<file path="config.mk">
export PLATFORM = sky130hd
export DESIGN_NAME = sec_rule_monitor
export DESIGN_NICKNAME = d
export VERILOG_FILES = /design/src/rtl/sec_mon_pkg.sv /design/src/rtl/smon_tlb_perm.sv /design/src/rtl/smon_fetch_rules.sv /design/src/rtl/smon_uart_stable.sv /design/src/rtl/smon_sticky_bank.sv /design/src/rtl/sec_rule_monitor.sv
export SDC_FILE = /design/constraint.sdc
export NUM_CORES = 1
export LEC_CHECK = 0
export CORE_MARGIN = 5
export CORE_UTILIZATION = 23
export CTS_BUF_LIST = sky130_fd_sc_hd__clkbuf_8
export CTS_CLUSTER_DIAMETER = 30
export DETAILED_ROUTE_END_ITERATION = 12
export PLACE_DENSITY_LB_ADDON = 0.3
export SLEW_MARGIN = 15
export SYNTH_ARGS = -nofsm -noshare
export SYNTH_HDL_FRONTEND = slang
export SYNTH_HIERARCHICAL = 1
export SYNTH_SLANG_ARGS = --single-unit
</file>
<file path="constraint.sdc">
create_clock -name clk -period 1.7 [get_ports clk]
set_clock_uncertainty 0.2 [all_clocks]
set_input_delay 0.51 -clock clk [delete_from_list [all_inputs] [get_ports clk]]
set_output_delay 0.51 -clock clk [all_outputs]
set_load 0.1 [all_outputs]
</file>
<file path="src/rtl/sec_mon_pkg.sv">
package sec_mon_pkg;
  localparam int NUM_RULES = 6;

  // rule positions in the flag vector
  localparam int R_RD_PERM  = 0;
  localparam int R_WR_PERM  = 1;
  localparam int R_EXC_TYPE = 2;
  localparam int R_OPCODE   = 3;
  localparam int R_UART     = 4;
  localparam int R_LOW_PC   = 5;

  // permission vector bit positions
  localparam int PB_UR = 0;
  localparam int PB_UW = 1;
  localparam int PB_SR = 2;
  localparam int PB_SW = 3;

  localparam int INSN_W = 32;
  localparam int OP_MSB = 31;
  localparam int OP_LSB = 26;
  localparam int OP_W   = OP_MSB - OP_LSB + 1;

  localparam logic [OP_W-1:0] BAD_A_LO = 6'd11;
  localparam logic [OP_W-1:0] BAD_A_HI = 6'd16;
  localparam logic [OP_W-1:0] BAD_B_LO = 6'd22;
  localparam logic [OP_W-1:0] BAD_B_HI = 6'd27;

  typedef logic [NUM_RULES-1:0] rule_vec_t;
endpackage

</file>
<file path="src/rtl/smon_tlb_perm.sv">
module smon_tlb_perm
  import sec_mon_pkg::*;
(
  input  logic       done_i,
  input  logic       we_i,
  input  logic       supv_i,
  input  logic [3:0] perm_i,
  input  logic       fault_i,
  output logic       rd_viol_o,
  output logic       wr_viol_o
);
  logic rd_denied;
  logic wr_denied;

  always_comb begin
    rd_denied = supv_i ? ~perm_i[PB_SR] : ~perm_i[PB_UR];
    wr_denied = supv_i ? ~perm_i[PB_SW] : ~perm_i[PB_UW];
    rd_viol_o = done_i & ~we_i & rd_denied & ~fault_i;
    wr_viol_o = done_i &  we_i & wr_denied & ~fault_i;
  end
endmodule

</file>
<file path="src/rtl/smon_fetch_rules.sv">
module smon_fetch_rules
  import sec_mon_pkg::*;
#(
  parameter int              XLEN     = 32,
  parameter int              EXC_W    = 5,
  parameter logic [XLEN-1:0] VEC_BASE = 32'h0000_2000
) (
  input  logic              valid_i,
  input  logic [INSN_W-1:0] insn_i,
  input  logic [XLEN-1:0]   pc_i,
  input  logic              supv_i,
  input  logic              cpu_rst_i,
  input  logic              exc_start_i,
  input  logic [EXC_W-1:0]  exc_type_i,
  output logic              op_viol_o,
  output logic              pc_viol_o,
  output logic              exc_viol_o
);
  localparam logic [EXC_W-1:0] EXC_LAST = EXC_W'(15);

  logic [OP_W-1:0] major;
  logic            in_a;
  logic            in_b;

  always_comb begin
    major      = insn_i[OP_MSB:OP_LSB];
    in_a       = (major >= BAD_A_LO) && (major <= BAD_A_HI);
    in_b       = (major >= BAD_B_LO) && (major <= BAD_B_HI);
    op_viol_o  = valid_i && (in_a || in_b);
    pc_viol_o  = valid_i && (pc_i < VEC_BASE) && !cpu_rst_i && !supv_i;
    exc_viol_o = exc_start_i && ((exc_type_i == '0) || (exc_type_i > EXC_LAST));
  end
endmodule

</file>
<file path="src/rtl/smon_uart_stable.sv">
module smon_uart_stable #(
  parameter int UART_W = 8
) (
  input  logic              clk,
  input  logic              rst,
  input  logic              we_i,
  input  logic [UART_W-1:0] data_i,
  output logic              viol_o
);
  logic              we_d1;
  logic              we_d2;
  logic [UART_W-1:0] data_d1;

  always_ff @(posedge clk) begin
    if (rst) begin
      we_d1   <= 1'b1;
      we_d2   <= 1'b1;
      data_d1 <= '0;
    end else begin
      we_d1   <= we_i;
      we_d2   <= we_d1;
      data_d1 <= data_i;
    end
  end

  assign viol_o = !we_d2 && (data_i != data_d1);
endmodule

</file>
<file path="src/rtl/smon_sticky_bank.sv">
module smon_sticky_bank #(
  parameter int N = 6
) (
  input  logic         clk,
  input  logic         rst,
  input  logic         clr_i,
  input  logic [N-1:0] viol_i,
  output logic [N-1:0] flags_o,
  output logic         alarm_o
);
  logic [N-1:0] flags_nx;

  for (genvar g = 0; g < N; g++) begin : g_bit
    assign flags_nx[g] = viol_i[g] | (flags_o[g] & ~clr_i);

    p_flag_set_r7: assert property (@(posedge clk) disable iff (rst)
      viol_i[g] |=> flags_o[g]);
    p_flag_hold_r8: assert property (@(posedge clk) disable iff (rst)
      (flags_o[g] && !clr_i) |=> flags_o[g]);
    p_flag_clear_r8: assert property (@(posedge clk) disable iff (rst)
      (clr_i && !viol_i[g]) |=> !flags_o[g]);
  end

  always_ff @(posedge clk) begin
    if (rst) begin
      flags_o <= '0;
      alarm_o <= 1'b0;
    end else begin
      flags_o <= flags_nx;
      alarm_o <= |flags_nx;
    end
  end

  p_alarm_or_r9: assert property (@(posedge clk) disable iff (rst)
    alarm_o == (|flags_o));
  p_reset_clear_r10: assert property (@(posedge clk)
    rst |=> (flags_o == '0 && !alarm_o));
endmodule

</file>
<file path="src/rtl/sec_rule_monitor.sv">
module sec_rule_monitor
  import sec_mon_pkg::*;
#(
  parameter int              XLEN     = 32,
  parameter int              EXC_W    = 5,
  parameter int              UART_W   = 8,
  parameter logic [XLEN-1:0] VEC_BASE = 32'h0000_2000
) (
  input  logic                 clk,
  input  logic                 rst,
  input  logic                 clr_i,
  input  logic                 cpu_rst_i,
  input  logic                 fetch_valid_i,
  input  logic [INSN_W-1:0]    fetch_insn_i,
  input  logic [XLEN-1:0]      fetch_pc_i,
  input  logic                 exc_start_i,
  input  logic [EXC_W-1:0]     exc_type_i,
  input  logic                 supv_i,
  input  logic                 dtlb_done_i,
  input  logic                 dtlb_we_i,
  input  logic [3:0]           perm_i,
  input  logic                 tlb_fault_i,
  input  logic                 uart_we_i,
  input  logic [UART_W-1:0]    uart_data_i,
  output logic [NUM_RULES-1:0] rule_fail_o,
  output logic                 alarm_o
);
  rule_vec_t viol;
  logic rd_v, wr_v, op_v, pc_v, exc_v, uart_v;

  smon_tlb_perm i_perm (
    .done_i    (dtlb_done_i),
    .we_i      (dtlb_we_i),
    .supv_i    (supv_i),
    .perm_i    (perm_i),
    .fault_i   (tlb_fault_i),
    .rd_viol_o (rd_v),
    .wr_viol_o (wr_v)
  );

  smon_fetch_rules #(
    .XLEN     (XLEN),
    .EXC_W    (EXC_W),
    .VEC_BASE (VEC_BASE)
  ) i_fetch (
    .valid_i     (fetch_valid_i),
    .insn_i      (fetch_insn_i),
    .pc_i        (fetch_pc_i),
    .supv_i      (supv_i),
    .cpu_rst_i   (cpu_rst_i),
    .exc_start_i (exc_start_i),
    .exc_type_i  (exc_type_i),
    .op_viol_o   (op_v),
    .pc_viol_o   (pc_v),
    .exc_viol_o  (exc_v)
  );

  smon_uart_stable #(.UART_W(UART_W)) i_uart (
    .clk    (clk),
    .rst    (rst),
    .we_i   (uart_we_i),
    .data_i (uart_data_i),
    .viol_o (uart_v)
  );

  always_comb begin
    viol             = '0;
    viol[R_RD_PERM]  = rd_v;
    viol[R_WR_PERM]  = wr_v;
    viol[R_EXC_TYPE] = exc_v;
    viol[R_OPCODE]   = op_v;
    viol[R_UART]     = uart_v;
    viol[R_LOW_PC]   = pc_v;
  end

  smon_sticky_bank #(.N(NUM_RULES)) i_sticky (
    .clk     (clk),
    .rst     (rst),
    .clr_i   (clr_i),
    .viol_i  (viol),
    .flags_o (rule_fail_o),
    .alarm_o (alarm_o)
  );

  // port-level checks across the flag registers
  p_user_read_r1: assert property (@(posedge clk) disable iff (rst)
    (dtlb_done_i && !dtlb_we_i && !supv_i && !perm_i[PB_UR] && !tlb_fault_i)
      |=> rule_fail_o[R_RD_PERM]);
  p_supv_write_r2: assert property (@(posedge clk) disable iff (rst)
    (dtlb_done_i && dtlb_we_i && supv_i && !perm_i[PB_SW] && !tlb_fault_i)
      |=> rule_fail_o[R_WR_PERM]);
  p_exc_zero_r3: assert property (@(posedge clk) disable iff (rst)
    (exc_start_i && exc_type_i == '0) |=> rule_fail_o[R_EXC_TYPE]);
  p_opcode_edge_r4: assert property (@(posedge clk) disable iff (rst)
    (fetch_valid_i && fetch_insn_i[OP_MSB:OP_LSB] == BAD_B_HI)
      |=> rule_fail_o[R_OPCODE]);
  p_uart_flag_r5: assert property (@(posedge clk) disable iff (rst)
    uart_v |=> rule_fail_o[R_UART]);
  p_low_pc_r6: assert property (@(posedge clk) disable iff (rst)
    (fetch_valid_i && fetch_pc_i < VEC_BASE && !supv_i && !cpu_rst_i)
      |=> rule_fail_o[R_LOW_PC]);
endmodule

</file>
Yosys cells after proc, flatten, opt, wreduce, memory -nomap -nowiden
Index checks and enable logic that the tools add are counted.
{ "op_classes": {"n_lt_le_gt_ge": 6, "n_eq_ne": 1, "mux": 2, "bitwise": 25, "n_reduce_logical": 15} }
{ "op_table": {"columns": ["cell", "n"], "rows": [
  ["$lt A32 B14 Y1 const B", 1],
  ["$and A1 B1 Y1", 12],
  ["$le A6 B5 Y1 const B", 2],
  ["$logic_and A1 B1 Y1", 8],
  ["$ne A8 B8 Y1", 1],
  ["$not A1 Y1", 7],
  ["$ge A6 B4 Y1 const B", 1],
  ["$ge A6 B5 Y1 const B", 1],
  ["$or A1 B1 Y1", 6],
  ["$reduce_or A6 Y1", 1],
  ["$gt A5 B4 Y1 const B", 1],
  ["$logic_not A5 Y1", 1],
  ["$logic_not A1 Y1", 3],
  ["$logic_or A1 B1 Y1", 2],
  ["$mux W1", 2]
]} }
{ "totals": {"ff_bits": 17, "input_bits": 92, "wordCells": 54} }

Longest topological paths before layout
{ "logic_depth": {"ltp_word": 6, "mapped_depth": 5, "ltp_nobuf": 5} }

By module
The synthesis kept the hierarchy.
{ "modules_own_cells": {"columns": ["mod", "n_inst", "cells_each", "area_each_um2", "seq_area_each_um2"], "rows": [
  ["smon_uart_stable", 1, 31, 350.3, 200.2],
  ["smon_sticky_bank", 1, 25, 227.7, 140.1],
  ["smon_fetch_rules", 1, 16, 115.1, 0.0],
  ["smon_tlb_perm", 1, 4, 50.0, 0.0]
]} }

Worst setup path before layout
No wires, ideal clock.
{ "synth_path": {"kind": "register -> register", "startpoint": "reg i_sticky.flags_o[4]", "endpoint": "reg i_sticky.alarm_o", "t_arrival_ns": 1.546, "required_ns": 1.371, "setup_slack_ns": -0.175, "path_stages_with_launch": 4, "path_buffers": 0, "synth_period_minus_slack_ns": 1.875, "path_cell_list": "dfxtp_1 > or4_1 > o31ai_1 > a31oi_1"} }
{ "synth_between": {"elab_chain_len": 3} }
{ "synth_rtl": {"columns": ["element", "line", "rtl"], "rows": [
  ["start, declared", "smon_sticky_bank.sv:8", "output logic [N-1:0] flags_o,"],
  ["start signal, assigned", "smon_sticky_bank.sv:29", "flags_o <= flags_nx;"],
  ["$and A1 B1 Y1", "smon_sticky_bank.sv:14", "assign flags_nx[g] = viol_i[g] | (flags_o[g] & ~clr_i);"],
  ["$or A1 B1 Y1", "smon_sticky_bank.sv:14", null],
  ["$reduce_or A6 Y1", "smon_sticky_bank.sv:30", "alarm_o <= |flags_nx;"],
  ["end signal, assigned", "smon_sticky_bank.sv:30", null],
  ["end, declared", "smon_sticky_bank.sv:9", "output logic alarm_o"]
]} }
Every way passes these cells.
A chain may end at the register's enable or synchronous reset.

Worst setup path after layout
{ "layout_path": {"startpoint": "in perm_i[1]", "endpoint": "reg i_sticky.alarm_o"} }
{ "layout_between": {"elab_chain_len": 6} }
{ "layout_rtl": {"columns": ["element", "line", "rtl"], "rows": [
  ["start, declared", "sec_rule_monitor.sv:21", "input logic [3:0] perm_i,"],
  ["$not A1 Y1", "smon_tlb_perm.sv:17", "wr_denied = supv_i ? ~perm_i[PB_SW] : ~perm_i[PB_UW];"],
  ["$mux W1", "smon_tlb_perm.sv:17", null],
  ["$and A1 B1 Y1 (2 in a row)", "smon_tlb_perm.sv:19", "wr_viol_o = done_i & we_i & wr_denied & ~fault_i;"],
  ["named net wr_v", "sec_rule_monitor.sv:29", "logic rd_v, wr_v, op_v, pc_v, exc_v, uart_v;"],
  ["$or A1 B1 Y1", "smon_sticky_bank.sv:14", null],
  ["$reduce_or A6 Y1", "smon_sticky_bank.sv:30", null]
]} }
The timed path passes the listed nets, and every way through them passes these cells.

==> reports/metrics.cfg <==
[run_status]
status = complete, no violations

[clocking]
cts_buffers = 3
cts.sinks = 17
clock_path_buffers = 2
cts_tree = done
clk_pin_slew_ns = 0.06
h-tree-depth = 1
clock_latency_ns = 0.24
cts-hold-fix-buffers = 0
cts.root.buffer_cell = clkbuf_8

[synthesis]
synth_area_leaders = dfxtp_1 (46%), xor2_1 (9.4%), nor2b_1 (7.6%)
yosys.area.top_type_share_pct = 45.8
synth-seq-cells = 17
yosysWarnings = 6
postSynthAreaPerCell_sq_um = 9.78
synth_nets = 168
syn_inst = 76
synth_seq_area_share_pct = 45.8
yosysUniqueCellTypes = 23
synth_top_cell_by_area = dfxtp_1
netlist_area_sq_um = 743

[setup_path]
start_kind = input port
worstPathRequired_ns = 1.63
critical_path_class = in -> reg
cpPeakStageDelay_ns = 0.46
crit_slowest_cell = clkdlybuf4s50_1
cp_max_fo = 2
reg2reg_from = i_sticky/flags_o[4]$_SDFF_PP0_
cp-end-kind = register
crit_chain = clkdlybuf4s50_1, mux2i_1, and4b_1, nor4_2, a31oi_1
cp.arrival_ns = 1.56
startpoint = perm_i[1]

[sta]
rsz0062_at_grt = no
hold_ws_ns = 0.211
worst_pin_slew_ns = 0.315
setup_viol = 0
slew_viol_final = 0
period_share_pct = 96.3
slew_headroom_pct = 78.9
hold_viol = 0
fmaxAchievable_mhz = 611
period_minus_slack_ns = 1.64

[cells_and_area]
area_growth_pct = 116
fillers = 288
multi_input_area_sq_um = 509
final_nets = 237
diodes = 0
final_common_cell = clkdlybuf4s50_1
layout.cells.non_filler = 188
layout-drive-gt1-share_pct = 33.3
final_util_pct = 52.3
register_area_sq_um = 345
final_cell_mix = clkdlybuf4s50_1 (16), dlygate4sd2_1 (15), dfxtp_1 (13)

[pwr]
vdd_drop_max_mv = 0.525
finalPower_mw = 0.998
power_frac_comb_pct = 28.3
switchingPower_mw = 0.266
p_seq_share_pct = 43.3
swShare_pct = 26.6
leakagePower_nw = 0.675
intPower_mw = 0.732
power.density_nw_per_um2 = 620
power_frac_clock_pct = 28.3

[placed_design]
dpl.hpwl_mm = 2.05
gp_congestion = 0.691
dp_cells = 183
port_buffers = 59

[global_routing]
grt_pass1_vias = 874
gr-total-overflow = 0
track_usage_pct = 12.4
antenna_found_initial = 0
grt_max_degree = 12
grt_pass1_wl_mm = 4.14

[route]
drc_errors = 0
finalWirelength_mm = 2.63
num_vias = 845
antenna_left = 0
wire_per_inst_um = 14.0
drt_iter0_markers = 7
viasPerCell = 4.49
dr.pass1.iters = 2

[hold_path]
hold_path_class = reg -> reg
worstHoldStart = i_uart/we_d1$_SDFF_PP1_

[floorplanning]
fp.dieH_um = 66.8
design.core.area_sq_um = 3080
rows = 20
initial_core_util_pct = 24.1
die-area_sq_um = 4470
io_pins = 99
die_x_um = 66.8

[run]
cap_viol_max_count = 0

==> routing by layer <==
layer | global-route usage, % | part of all wire (%)
met1 | 13.2 | 35
met2 | 20.8 | 46
met3 | 6.91 | 19
met4 | 3.81 | 0
met5 | 0 | 0
==> power by group through the flow <==
stage	sequential [mW]	clock, mW	combinational (mW)
final	0.432	0.283	0.283
after global routing	0.434	0.325	0.301
after CTS	0.432	0.301	0.278
after detailed placement	0.441	0	0.282
after global placement	0.440	0	0.279
after floorplan	0.486	0	0.0535
==> stage by stage <==
step	TNS [ns]	cell area, sq um	setup WS, ns
after detailed placement	-2.56	1500	-0.504
after CTS	-0.00355	1600	-0.00355
after global routing	0	1610	0.00413
after global placement	-2.46	1500	-0.493
after floorplan	-0.00690	757	-0.00690
final	0	1610	0.0627
==> timing repair <==
action	4_1_cts	5_1_grt
gates resized for setup	63	21
pin swaps	19	16
endpoints found under the setup margin	5	5
setup buffers	1	0
endpoints found under the hold margin	0	0
==> layout make-up <==
type / count / share of cell area [%]
repair buffers: 64 / 40.4
multi-input cells: 58 / 31.6
flip-flops and latches: 17 / 21.5
well taps: 44 / 3.42
clock buffers: 3 / 2.57
clock inverters: 1 / 0.233
inverters: 1 / 0.233
==> flip-flops by register name, indices dropped and copies added (netlist names) <==
| name | cells |
|---|---|
| i_sticky/alarm_o | 1 |
| i_sticky/flags_o | 6 |
| i_uart/data_d1 | 8 |
| i_uart/we_d1 | 1 |
| i_uart/we_d2 | 1 |
==> worst max-delay path, delay by kind of cell <==
family | cells | cell delay (ns)
AO/OA/AOI/OAI | 1 | 0.11
buffers and inverters | 1 | 0.46
multiplexers | 1 | 0.06
AND/OR/NAND/NOR | 2 | 0.44
==> logic make-up (layout without fill, tap and decap cells) <==
kind of cell	count (synthesis)	in the layout	share of synthesized area, %
AO/OA/AOI/OAI	13	13	10.4
AND/OR/NAND/NOR	35	35	30.5
multiplexers	2	2	3.37
flip-flops	17	17	45.8
buffers and inverters	1	69	0.505
XOR/XNOR	8	8	9.43
==> path summary, 6_finish.rpt <==
kind | end | slack (ns) | cells after the start
max | i_sticky/alarm_o$_SDFF_PP0_ | 0.06 | 5
min | i_uart/we_d2$_SDFF_PP1_ | 0.21 | 1
max reg2reg | i_sticky/alarm_o$_SDFF_PP0_ | 0.22 | 3
min reg2reg | i_uart/we_d2$_SDFF_PP1_ | 0.21 | 1
==> cells in the mapped netlist <==
master   count
a21oi_1      8
mux2_4       1
nand4_1      1
and4b_1      1
a21o_1       1
nor2b_1      9
o31ai_1      1
nor2_1       8
or4_1        1
or2_2        2
xor2_1       8
inv_1        1
or4_4        1
nor4_2       1
dfxtp_1     17
mux2i_1      1
nor4b_1      2
nor4_1       7
nand2_1      1
a31oi_1      1
nor4b_2      1
o21a_1       1
o32ai_1      1
No activity file was read; power rests on OpenSTA's default activity.
